**src/rtl/irqc_pkg.sv**
```systemverilog
package irqc_pkg;

    localparam int unsigned IRQ_SRC_N  = 32;
    localparam int unsigned IRQ_GRP_W  = 8;
    localparam int unsigned IRQ_BANK_W = 16;

    // widest in-group selector the group encoder can report
    localparam int unsigned GSEL_W = 8;

    typedef struct packed {
        logic              hit;
        logic [GSEL_W-1:0] sel;
    } grp_pick_t;

    // number of bits needed to name one of n items, never below one
    function automatic int unsigned sel_bits(input int unsigned n);
        return (n > 1) ? $clog2(n) : 1;
    endfunction

endpackage

```
**src/rtl/irqc_capture.sv**
```systemverilog
module irqc_capture #(
    parameter int unsigned SRC_N = 32
) (
    input  logic             clk,
    input  logic             rst,
    input  logic [SRC_N-1:0] req_i,
    input  logic [SRC_N-1:0] ack_vec_i,
    output logic [SRC_N-1:0] pend_o
);

    logic [SRC_N-1:0] req_q;

    for (genvar i = 0; i < SRC_N; i++) begin : g_src
        always_ff @(posedge clk) begin
            if (rst) begin
                req_q[i]  <= 1'b0;
                pend_o[i] <= 1'b0;
            end else begin
                req_q[i]  <= req_i[i];
                // new edge wins over a same-cycle acknowledge
                pend_o[i] <= (pend_o[i] & ~ack_vec_i[i]) | (req_i[i] & ~req_q[i]);
            end
        end
    end

endmodule

```
**src/rtl/irqc_mask_regs.sv**
```systemverilog
module irqc_mask_regs #(
    parameter int unsigned BANK_W = 16,
    parameter int unsigned BANK_N = 2,
    parameter int unsigned BSEL_W = 1
) (
    input  logic                     clk,
    input  logic                     rst,
    input  logic                     we_i,
    input  logic [BSEL_W-1:0]        bank_i,
    input  logic [BANK_W-1:0]        bits_i,
    input  logic                     off_i,
    output logic [BANK_W*BANK_N-1:0] en_o
);

    for (genvar b = 0; b < BANK_N; b++) begin : g_bank
        logic [BANK_W-1:0] mask_q;
        logic              off_q;

        always_ff @(posedge clk) begin
            if (rst) begin
                mask_q <= '0;
                off_q  <= 1'b0;
            end else if (we_i && (bank_i == BSEL_W'(b))) begin
                mask_q <= bits_i;
                off_q  <= off_i;
            end
        end

        assign en_o[b*BANK_W +: BANK_W] = off_q ? '0 : ~mask_q;
    end

endmodule

```
**src/rtl/irqc_group_pick.sv**
```systemverilog
module irqc_group_pick
    import irqc_pkg::*;
#(
    parameter int unsigned GRP_W = 8
) (
    input  logic [GRP_W-1:0] vec_i,
    output grp_pick_t        pick_o
);

    always_comb begin
        pick_o = '0;
        // scan downward so the lowest set bit is written last
        for (int i = GRP_W - 1; i >= 0; i--) begin
            if (vec_i[i]) begin
                pick_o.hit = 1'b1;
                pick_o.sel = GSEL_W'(i);
            end
        end
    end

endmodule

```
**src/rtl/irq_prio_ctl.sv**
```systemverilog
module irq_prio_ctl
    import irqc_pkg::*;
#(
    parameter int unsigned SRC_N  = IRQ_SRC_N,
    parameter int unsigned GRP_W  = IRQ_GRP_W,
    parameter int unsigned BANK_W = IRQ_BANK_W,
    localparam int unsigned IDX_W  = sel_bits(SRC_N),
    localparam int unsigned BANK_N = SRC_N / BANK_W,
    localparam int unsigned BSEL_W = sel_bits(BANK_N)
) (
    input  logic              clk,
    input  logic              rst,
    input  logic [SRC_N-1:0]  irq_req_i,
    input  logic              ack_valid_i,
    input  logic [IDX_W-1:0]  ack_idx_i,
    input  logic              mask_we_i,
    input  logic [BSEL_W-1:0] mask_bank_i,
    input  logic [BANK_W-1:0] mask_bits_i,
    input  logic              bank_off_i,
    output logic [SRC_N-1:0]  pending_o,
    output logic [IDX_W:0]    status_o
);

    localparam int unsigned GRP_N = SRC_N / GRP_W;

    logic [SRC_N-1:0] ack_vec;
    logic [SRC_N-1:0] src_en;
    logic [SRC_N-1:0] elig;
    grp_pick_t        picks [GRP_N];
    logic             win_hit;
    logic [IDX_W-1:0] win_idx;

    always_comb begin
        ack_vec = '0;
        if (ack_valid_i) begin
            ack_vec[ack_idx_i] = 1'b1;
        end
    end

    irqc_capture #(
        .SRC_N (SRC_N)
    ) u_capture (
        .clk       (clk),
        .rst       (rst),
        .req_i     (irq_req_i),
        .ack_vec_i (ack_vec),
        .pend_o    (pending_o)
    );

    irqc_mask_regs #(
        .BANK_W (BANK_W),
        .BANK_N (BANK_N),
        .BSEL_W (BSEL_W)
    ) u_mask (
        .clk    (clk),
        .rst    (rst),
        .we_i   (mask_we_i),
        .bank_i (mask_bank_i),
        .bits_i (mask_bits_i),
        .off_i  (bank_off_i),
        .en_o   (src_en)
    );

    assign elig = pending_o & src_en;

    for (genvar g = 0; g < GRP_N; g++) begin : g_grp
        irqc_group_pick #(
            .GRP_W (GRP_W)
        ) u_pick (
            .vec_i  (elig[g*GRP_W +: GRP_W]),
            .pick_o (picks[g])
        );
    end

    // second layer: lowest group with a hit wins
    always_comb begin
        win_hit = 1'b0;
        win_idx = '0;
        for (int g = GRP_N - 1; g >= 0; g--) begin
            if (picks[g].hit) begin
                win_hit = 1'b1;
                win_idx = IDX_W'(g * GRP_W) + IDX_W'(picks[g].sel);
            end
        end
    end

    assign status_o = win_hit ? {1'b1, win_idx} : '0;

endmodule

```
**config.mk**
```make
export PLATFORM = sky130hd
export DESIGN_NAME = irq_prio_ctl
export DESIGN_NICKNAME = d
export VERILOG_FILES = /design/src/rtl/irqc_pkg.sv /design/src/rtl/irqc_capture.sv /design/src/rtl/irqc_mask_regs.sv /design/src/rtl/irqc_group_pick.sv /design/src/rtl/irq_prio_ctl.sv
export SDC_FILE = /design/constraint.sdc
export NUM_CORES = 1
export LEC_CHECK = 0
export ABC_AREA = 1
export CAP_MARGIN = 25
export CORE_MARGIN = 5
export CORE_UTILIZATION = 40
export DETAILED_ROUTE_END_ITERATION = 10
export DONT_BUFFER_PORTS = 1
export PLACE_DENSITY = 0.54
export SLEW_MARGIN = 10
export SYNTH_ARGS = -nofsm -noshare
export SYNTH_HDL_FRONTEND = slang
export SYNTH_SLANG_ARGS = --single-unit
```
**constraint.sdc**
```tcl
create_clock -name clk -period 1.4 [get_ports clk]
set_input_delay 0.14 -clock clk [delete_from_list [all_inputs] [get_ports clk]]
set_output_delay 0.14 -clock clk [all_outputs]
set_load 0.02 [all_outputs]
```
Word level (Yosys, flattened, before mapping)
Index checks and enable logic that the tools add are counted.
{"block": "word_totals", "reg_bits": 98, "output_inout_bits": 38, "elab_cells": 286}
{"block": "op_classes", "add_sub_neg": 3, "n_lt_le_gt_ge": 2, "muxes": 46, "n_bitwise": 164, "reduce_logical": 3}
{"cell": "2-to-1 mux 9 bit", "count": 32}
{"cell": "NOT 1 bit", "count": 65}
{"cell": "AND 1 bit", "count": 64}
{"cell": "AND 32 bit", "count": 1}
{"cell": "2-to-1 mux 16 bit", "count": 2}
{"cell": "2-to-1 mux 32 bit", "count": 1}
{"cell": "NOT 16 bit", "count": 2}
{"cell": "OR 1 bit", "count": 32}
{"cell": "2-to-1 mux 5 bit", "count": 4}
{"cell": "adder 5 bit, first input constant", "count": 2}
{"cell": "less-than comparator 5 x 6 -> 1 bit, second input constant", "count": 1}
{"cell": "2-to-1 mux 6 bit", "count": 1}
{"cell": "adder 4 x 5 -> 5 bit, first input constant", "count": 1}
{"cell": "demux 1 bit (select 5 bit)", "count": 1}
{"cell": "greater-or-equal comparator 5 x 1 -> 1 bit, second input constant", "count": 1}
{"cell": "2-to-1 mux 1 bit", "count": 5}
{"cell": "logical AND 1 bit", "count": 3}

Depth between registers and ports, before layout
Gate-level depths: netlist of the first run.
{"block": "logic_depth", "depth_word": 17, "ltp_mapped": 13}

Hierarchy
A second synthesis of the first run with hierarchy kept.
{"block": "hier_totals", "cells_unflattened": 791, "area_unflattened_um2": 5170.0}
{"module": "irqc_capture", "n_inst": 1, "cells_each": 299, "area_per_inst_um2": 2433.6, "seq_area_each_um2": 1281.2}
{"module": "irqc_mask_regs", "n_inst": 1, "cells_each": 223, "area_per_inst_um2": 1524.0, "seq_area_each_um2": 680.7}
{"module": "irq_prio_ctl", "n_inst": 1, "cells_each": 157, "area_per_inst_um2": 651.9, "seq_area_each_um2": 0.0}
{"module": "irqc_group_pick", "n_inst": 4, "cells_each": 28, "area_per_inst_um2": 140.1, "seq_area_each_um2": 0.0}

Worst setup path before layout of the first run
OpenSTA, ideal clock, no wires.
{"block": "synth_timing", "kind": "register to output", "startpoint": "reg u_mask.g_bank[0].off_q", "endpoint": "out status_o[4]", "arrival_time_ps": 1613, "required_ps": 1260, "path_slack_ps": -353, "path_stages_with_launch": 11, "n_path_buf": 2, "path_cell_list": "dfxtp_1 buf_2 buf_4 nor2_1 nand2_1 nand2_1 nor2_1 inv_1 nor2_4 inv_1 nor3_1"}
{"block": "synth_between", "elab_chain_cells": 14}
{"element": "start: declaration", "line": "irqc_mask_regs.sv:17", "source": "logic off_q;"}
{"element": "start signal: assignment", "line": "irqc_mask_regs.sv:25", "source": "off_q <= off_i;"}
{"element": "2-to-1 mux 16 bit *", "line": "irqc_mask_regs.sv:29", "source": "assign en_o[b*BANK_W +: BANK_W] = off_q ? '0 : ~mask_q;"}
{"element": "AND 32 bit *", "line": "irq_prio_ctl.sv:64", "source": "assign elig = pending_o & src_en;"}
{"element": "2-to-1 mux 9 bit (8 in series)", "line": "irqc_group_pick.sv:14", "source": "if (vec_i[i]) begin"}
{"element": "adder 4 x 5 -> 5 bit", "line": "irq_prio_ctl.sv:82", "source": "win_idx = IDX_W'(g * GRP_W) + IDX_W'(picks[g].sel);"}
{"element": "2-to-1 mux 5 bit (2 in series)", "line": "irq_prio_ctl.sv:80", "source": "if (picks[g].hit) begin"}
{"element": "2-to-1 mux 6 bit *", "line": "irq_prio_ctl.sv:87", "source": "assign status_o = win_hit ? {1'b1, win_idx} : '0;"}
{"element": "end: declaration", "line": "irq_prio_ctl.sv:21", "source": "output logic [IDX_W:0] status_o"}
Every way passes the cells marked *; elsewhere a longest branch is shown, timed or not.

Final worst setup path of the first run
{"block": "layout_timing", "startpoint": "reg u_mask.g_bank[1].off_q", "endpoint": "out status_o[5]"}
{"block": "layout_between", "elab_chain_cells": 15}
{"element": "start: declaration", "line": "irqc_mask_regs.sv:17"}
{"element": "start signal: assignment", "line": "irqc_mask_regs.sv:25"}
{"element": "2-to-1 mux 16 bit *", "line": "irqc_mask_regs.sv:29"}
{"element": "AND 32 bit *", "line": "irq_prio_ctl.sv:64"}
{"element": "2-to-1 mux 9 bit (8 in series)", "line": "irqc_group_pick.sv:14"}
{"element": "2-to-1 mux 1 bit", "line": "irq_prio_ctl.sv:80"}
{"element": "2-to-1 mux 1 bit * (3 in series)", "line": "irq_prio_ctl.sv:80"}
{"element": "2-to-1 mux 6 bit *", "line": "irq_prio_ctl.sv:87"}
Marked as above.

==> flow_metrics.env, run 1 <==
export IMPL_status="complete, but fails checks"
export IMPL_violations="negative setup slack"
export IMPL_synth_ff_type="dfxtp_1"
export IMPL_fin_tns_setup_ps=-3899
export IMPL_min_path_type="primary input to register"
export IMPL_placementRows=36
export IMPL_period_share=1.489
export IMPL_final_nets=779
export IMPL_pre_cts_ws_ps=-361.3
export IMPL_antenna_found_initial=0
export IMPL_clock_latency_ps=370
export IMPL_fin_util=0.5875
export IMPL_ys_top_cells_by_count="nor2_1, dfxtp_1, nand2_1, inv_1, a21oi_1"
export IMPL_dp_cells=782
export IMPL_areaGrowthSynthToFinish_pct=43.11
export IMPL_fin_crit_ps=2085
export IMPL_syn_nets=644
export IMPL_grt_pass1_vias=3888
export IMPL_core_area_um2=9819
export IMPL_yosysTopAreaCell="dfxtp_1"
export IMPL_start_util=0.4106
export IMPL_drc=0
export IMPL_path_max_fanout=7
export IMPL_ant_nets=0
export IMPL_power_mw=6.520
export IMPL_vias=3993
export IMPL_cts_inserted_buffers=9
export IMPL_netlist_area_um2=4031
export IMPL_fin_area_um2=5769
export IMPL_grt_overflow=0
export IMPL_path_class="register to primary output"
export IMPL_p_leak_nw=2.682
export IMPL_hold_ws_ps=22.19
export IMPL_p_switching_mw=2.012
export IMPL_synth_distinct_cells=23
export IMPL_grt_pass1_wl_mm=19.22
export IMPL_dpl_hpwl_mm=8.840
export IMPL_max_freq_ghz=0.4797
export IMPL_clock_sinks=98
export IMPL_route_detailed_vias_per_inst=4.654
export IMPL_worstSetupEndpointType="primary output"
export IMPL_ys_warn_count=0
export IMPL_grt_use_total=0.2081
export IMPL_p_int_mw=4.508
export IMPL_multi_input_area_um2=1967
export IMPL_cpLargestDelayFamily="simple AND/OR/NAND/NOR gates"
export IMPL_dr_pass1_iters=4
export IMPL_power_frac_clock=0.289
export IMPL_drt_iter0_markers=195
export IMPL_maxCapViolCount=0
export IMPL_synth_edf_count=0
export IMPL_placed_cell_area_um2=4795
export IMPL_gp_congestion=0.8967
export IMPL_tightest_slew_ps=497.1
export IMPL_cts_tree="yes"
export IMPL_syn_inst=585
export IMPL_p_per_area_nw_per_um2=1130
export IMPL_cp_slowest_cell="dfxtp_4"
export IMPL_hold_violations=0
export IMPL_totalWireLength_mm=12.20
export IMPL_htreeDepth=3
export IMPL_seq_area_um2=1969
export IMPL_synth_seq_cells=98
export IMPL_arrival_ps=1940
export IMPL_io_pins=97
export IMPL_p_sw_frac=0.3086
export IMPL_syn_avg_cell_area_um2=6.891
export IMPL_die_w_um=110.4
export IMPL_fin_ws_ps=-684.7
export IMPL_die_area_um2=12190
export IMPL_avgRoutedWirePerCell_um=14.22
export IMPL_critical_path_startpoint_type="register"
export IMPL_path_cells="buf_12, nor2_2, nand2_1, nand4_1, buf_4, nor3_4, nand3_1, buf_6"
export IMPL_combPwrFrac=0.237
export IMPL_cts_root_buf="clkbuf_8"
export IMPL_crit_required_ps=1260
export IMPL_skew_ps=4.793
export IMPL_yosysMostFrequentCell="nor2_1"
export IMPL_peakVddDrop_v=0.0005021
export IMPL_p_seq_frac=0.474
export IMPL_io_buffers=0
export IMPL_slew_viol_final=0
export IMPL_ys_seq_area_frac=0.4867
export IMPL_die_height_um=110.4
export IMPL_netlist_top_cells_area="dfxtp_1, nor2_1, nand2_1, a21oi_1, inv_1"
export IMPL_critical_path_max_stage_delay_ps=410
export IMPL_slew_limit_headroom=0.6660
export IMPL_antenna_cells=0
export IMPL_synth_top_area_share=0.4867
export IMPL_n_fill_cell=971
export IMPL_stdcell_count=858
export IMPL_rsz0062_at_grt="yes"
export IMPL_clkTransAtPathRegs_ps=100
export IMPL_async_reset_ff_frac=0
export IMPL_drive_gt1_frac=0.2303
export IMPL_setup_viol=6
export IMPL_grt_max_degree=60
export IMPL_clockBufferDepth=2
export IMPL_crit_buf_inv=3
==> worst register-to-register path: stages (launching register included) <==
cell	delay, ps
dfxtp_1	330
buf_4	160
a21oi_1	150
nor2_1	50
dlygate4sd3_1	550
==> cell families after synthesis <==
group           count (synthesis)  synth area share
compound gates                 80            0.1018
buf+inv                        73           0.07200
flops                          98            0.4867
simple gates                  334            0.3395
==> final cells by class <==
cell class	instances	area share
Inverter	54	0.03513
Multi-Input combinational cell	414	0.3409
Tap cell	133	0.02884
Clock inverter	7	0.01323
Timing Repair Buffer	143	0.2190
Sequential cell	98	0.3414
Clock buffer	9	0.02147
==> registers in the layout, indices dropped and copies added (netlist names) <==
signal	count
u_capture.pend_o	32
u_capture.req_q	32
u_mask.g_bank.mask_q	32
u_mask.g_bank.off_q	2
==> what timing repair did <==
action                     CTS  global route
hold buffers                53             0
buffers inserted             7             1
pin swaps                   19            14
setup endpoints to repair    6             6
resized for setup           28            25
hold endpoints to repair    97             0
==> cells in the final DEF, fill, tap and decap left out <==
cell           instances
nand2_4                3
nand2_1               86
nand2_2               17
a21oi_1               38
bufinv_16              1
buf_12                 2
or2_2                  1
nor3_1                12
nor2_2                10
a31oi_4                1
nand3_2                3
nand3_1                7
o21ai_1                1
dlygate4sd3_1         52
buf_4                 84
inv_1                 49
inv_2                  4
nor2_4                13
a21oi_4                2
buf_16                 1
a21oi_2                1
inv_6                  3
nand4_1                3
nor3_4                 2
nor2_1               177
clkinv_1               1
o21ai_2                1
clkinv_2               1
a31oi_1                1
dfxtp_4                2
buf_6                  4
dfxtp_1               96
o21ai_0               35
clkinvlp_4             2
clkbuf_8               9
==> per-layer routing <==
layer  wire length (µm)  GRT usage  vias up
met5                  0          0        -
met4                145    0.05365        0
met3                932    0.05999       11
met2               5531     0.3293       96
met1               5591     0.2794     1803
li1                   -          -     2083
==> power groups by stage <==
stage                     Sequential [mW]  Clock, mW  Combinational, mW
after CTS                            3.08       1.96               1.50
after detailed placement             3.15          0               1.24
after global routing                 3.11       2.06               1.71
after floorplan                      3.21          0              0.723
final                                3.09       1.88               1.55
after global placement               3.15          0               1.23
==> worst paths after layout <==
path              cells past startpoint  slack [ps]                        start                          end
setup / recovery                      8        -680       u_mask.g_bank[1].off_q                  status_o[5]
hold / removal                        4          20                 irq_req_i[4]          u_capture.pend_o[4]
setup reg to reg                      4          70          u_capture.pend_o[9]          u_capture.pend_o[9]
hold reg to reg                       2         520  u_mask.g_bank[1].mask_q[13]  u_mask.g_bank[1].mask_q[13]
Power figures use the tool's default switching activity.
==> inputs of run 2 (changes only) <==
- CAP_MARGIN: 25 -> 20
- CORE_UTILIZATION: 40 -> 56
- MAX_ROUTING_LAYER: unset -> met4
- PLACE_DENSITY: 0.54 -> 0.72
==> run 2 against run 1 <==
The flow still finishes with violations (negative setup slack). Register-to-register slack worse by 40 ps. Fmax up 1.0%. Combinational power up 6%. Largest power group unchanged. Final cell count down 3.3%. Sequential cell count unchanged. Global-route usage up 7.9 points. Sequential share of layout area down 0.54 points.
==> flow_metrics.env, run 2 (synthesized netlist as in run 1, its figures left out) <==
export IMPL_start_util=0.5649
export IMPL_layout_commonest_cell="nor2_1"
export IMPL_io_buffers=0
export IMPL_grt_overflow=0
export IMPL_critical_path_startpoint_type="register"
export IMPL_p_switching_mw=2.035
export IMPL_clock_latency_ps=360
export IMPL_cts_inserted_buffers=9
export IMPL_power_frac_clock=0.304
export IMPL_slew_viol_final=0
export IMPL_p_per_area_nw_per_um2=1160
export IMPL_p_seq_frac=0.456
export IMPL_fin_tns_setup_ps=-3742
export IMPL_cp_slowest_cell="dfxtp_4"
export IMPL_fin_crit_ps=2064
export IMPL_largestRegisters="u_capture.pend_o x32, u_capture.req_q x32, u_mask.g_bank.mask_q x32"
export IMPL_dpl_hpwl_mm=8.264
export IMPL_path_class="register to primary output"
export IMPL_max_freq_ghz=0.4846
export IMPL_dr_pass1_iters=5
export IMPL_die_area_um2=8996
export IMPL_drt_iter0_markers=316
export IMPL_min_path_type="primary input to register"
export IMPL_clkTransAtPathRegs_ps=90
export IMPL_worstSetupEndpointType="primary output"
export IMPL_power_mw=6.802
export IMPL_crit_required_ps=1260
export IMPL_min_path_cells=2
export IMPL_cts_tree="yes"
export IMPL_violations="negative setup slack"
export IMPL_clockBufferDepth=2
export IMPL_route_detailed_vias_per_inst=5.194
export IMPL_path_max_fanout=4
export IMPL_core_area_um2=7137
export IMPL_die_w_um=94.85
export IMPL_p_leak_nw=2.740
export IMPL_p_sw_frac=0.2992
export IMPL_die_height_um=94.85
export IMPL_areaGrowthSynthToFinish_pct=45.41
export IMPL_hold_violations=0
export IMPL_status="complete, but fails checks"
export IMPL_fin_util=0.8214
export IMPL_avgRoutedWirePerCell_um=15.52
export IMPL_gp_congestion=0.8675
export IMPL_antenna_found_initial=0
export IMPL_placed_cell_area_um2=4745
export IMPL_grt_use_total=0.2869
export IMPL_grt_pass1_vias=4146
export IMPL_critical_path_max_stage_delay_ps=380
export IMPL_vias=4311
export IMPL_ant_nets=0
export IMPL_rsz0062_at_grt="yes"
export IMPL_slew_limit_headroom=0.6660
export IMPL_totalWireLength_mm=12.88
export IMPL_htreeDepth=3
export IMPL_grt_pass1_wl_mm=19.25
export IMPL_arrival_ps=1920
export IMPL_antenna_cells=0
export IMPL_combPwrFrac=0.240
export IMPL_skew_ps=14.40
export IMPL_drive_gt1_frac=0.2490
export IMPL_ff2ff_path_depth=4
export IMPL_clock_sinks=98
export IMPL_n_fill_cell=484
export IMPL_maxCapViolCount=0
export IMPL_setup_viol=6
export IMPL_tightest_slew_ps=497.2
export IMPL_final_nets=785
export IMPL_placementRows=31
export IMPL_peakVddDrop_v=0.0008032
export IMPL_fin_area_um2=5862
export IMPL_drc=0
export IMPL_p_int_mw=4.767
export IMPL_grt_max_degree=59
export IMPL_io_pins=97
export IMPL_cts_root_buf="clkbuf_8"
export IMPL_path_cells="buf_6, nor2_1, nand2_1, nand2_1, inv_2, nand2_4, nor2_2, nor2_4, nand3_2, nand3_2, nand2_2, a21oi_4"
export IMPL_period_share=1.474
export IMPL_final_cell_mix="nor2_1, dfxtp_1, buf_4"
export IMPL_fin_ws_ps=-663.6
[run 2: changes by cell type in the layout (fill, tap and decap cells not counted), moves of 3 or more]
cell,change
buf_4,+3
nand3_1,-3
nand3_2,+3
nor2_1,-4
[run 2: what timing repair did]
| item | CTS | global route |
|---|---|---|
| buffers inserted | 6 | 6 |
| hold buffers | 54 | 0 |
| endpoints found under the hold margin | 94 | 0 |
| cloned | 0 | 1 |
| pin swaps | 14 | 23 |
| endpoints found under the setup margin | 6 | 6 |
| gates resized for setup | 27 | 41 |
[run 2: critical path: cells and delay by family, from the launching register on]
kind / cells / cell delay [ps]
AND/OR/NAND/NOR: 9 / 780
buffers and inverters: 2 / 180
AO/OA/AOI/OAI: 1 / 230
flip-flops: 1 / 380
[run 2: path summary, 6_finish.rpt]
path	slack [ps]	endpoint	start
worst min-delay path	30	u_mask.g_bank[1].mask_q[14]	mask_bits_i[14]
worst min register to register	520	u_mask.g_bank[1].mask_q[9]	u_mask.g_bank[1].mask_q[9]
worst max register to register	30	u_capture.pend_o[30]	u_capture.pend_o[30]
worst max-delay path	-660	status_o[0]	u_mask.g_bank[1].off_q
[run 2: power by group through the flow]
stage	combinational [mW]	sequential (mW)	clock [mW]
floorplan	0.723	3.21	0
global placement	1.20	3.15	0
detailed placement	1.23	3.15	0
CTS	1.48	3.08	2.07
global route	1.78	3.12	2.19
finish	1.64	3.10	2.07
[run 2: final cells by class]
cell class,instances,area [µm²],share of cell area
Timing Repair Buffer,149,1325,0.2260
Sequential cell,98,1969,0.3360
Clock inverter,5,85.08,0.01451
Inverter,54,205.2,0.03501
Tap cell,99,123.9,0.02113
Clock buffer,11,141.4,0.02412
Multi-Input combinational cell,414,2012,0.3432
[run 2: layer usage]
layer / GRT usage / wire length (µm) / vias up
li1: - / - / 2093
met1: 0.3589 / 5292 / 1969
met2: 0.4533 / 6155 / 223
met3: 0.06295 / 1156 / 26
met4: 0.1094 / 278 / 0
met5: - / 0 / -
[run 2: metrics by stage]
step / hold slack (ps) / instances / setup WS [ps]
after floorplan: 264.9 / 585 / -149.9
after global placement: 220.4 / 747 / -289.3
after detailed placement: 223.3 / 747 / -355.5
after CTS: 7.665 / 823 / -625.9
after global routing: 21.02 / 830 / -760.4
final: 28.09 / 830 / -663.6
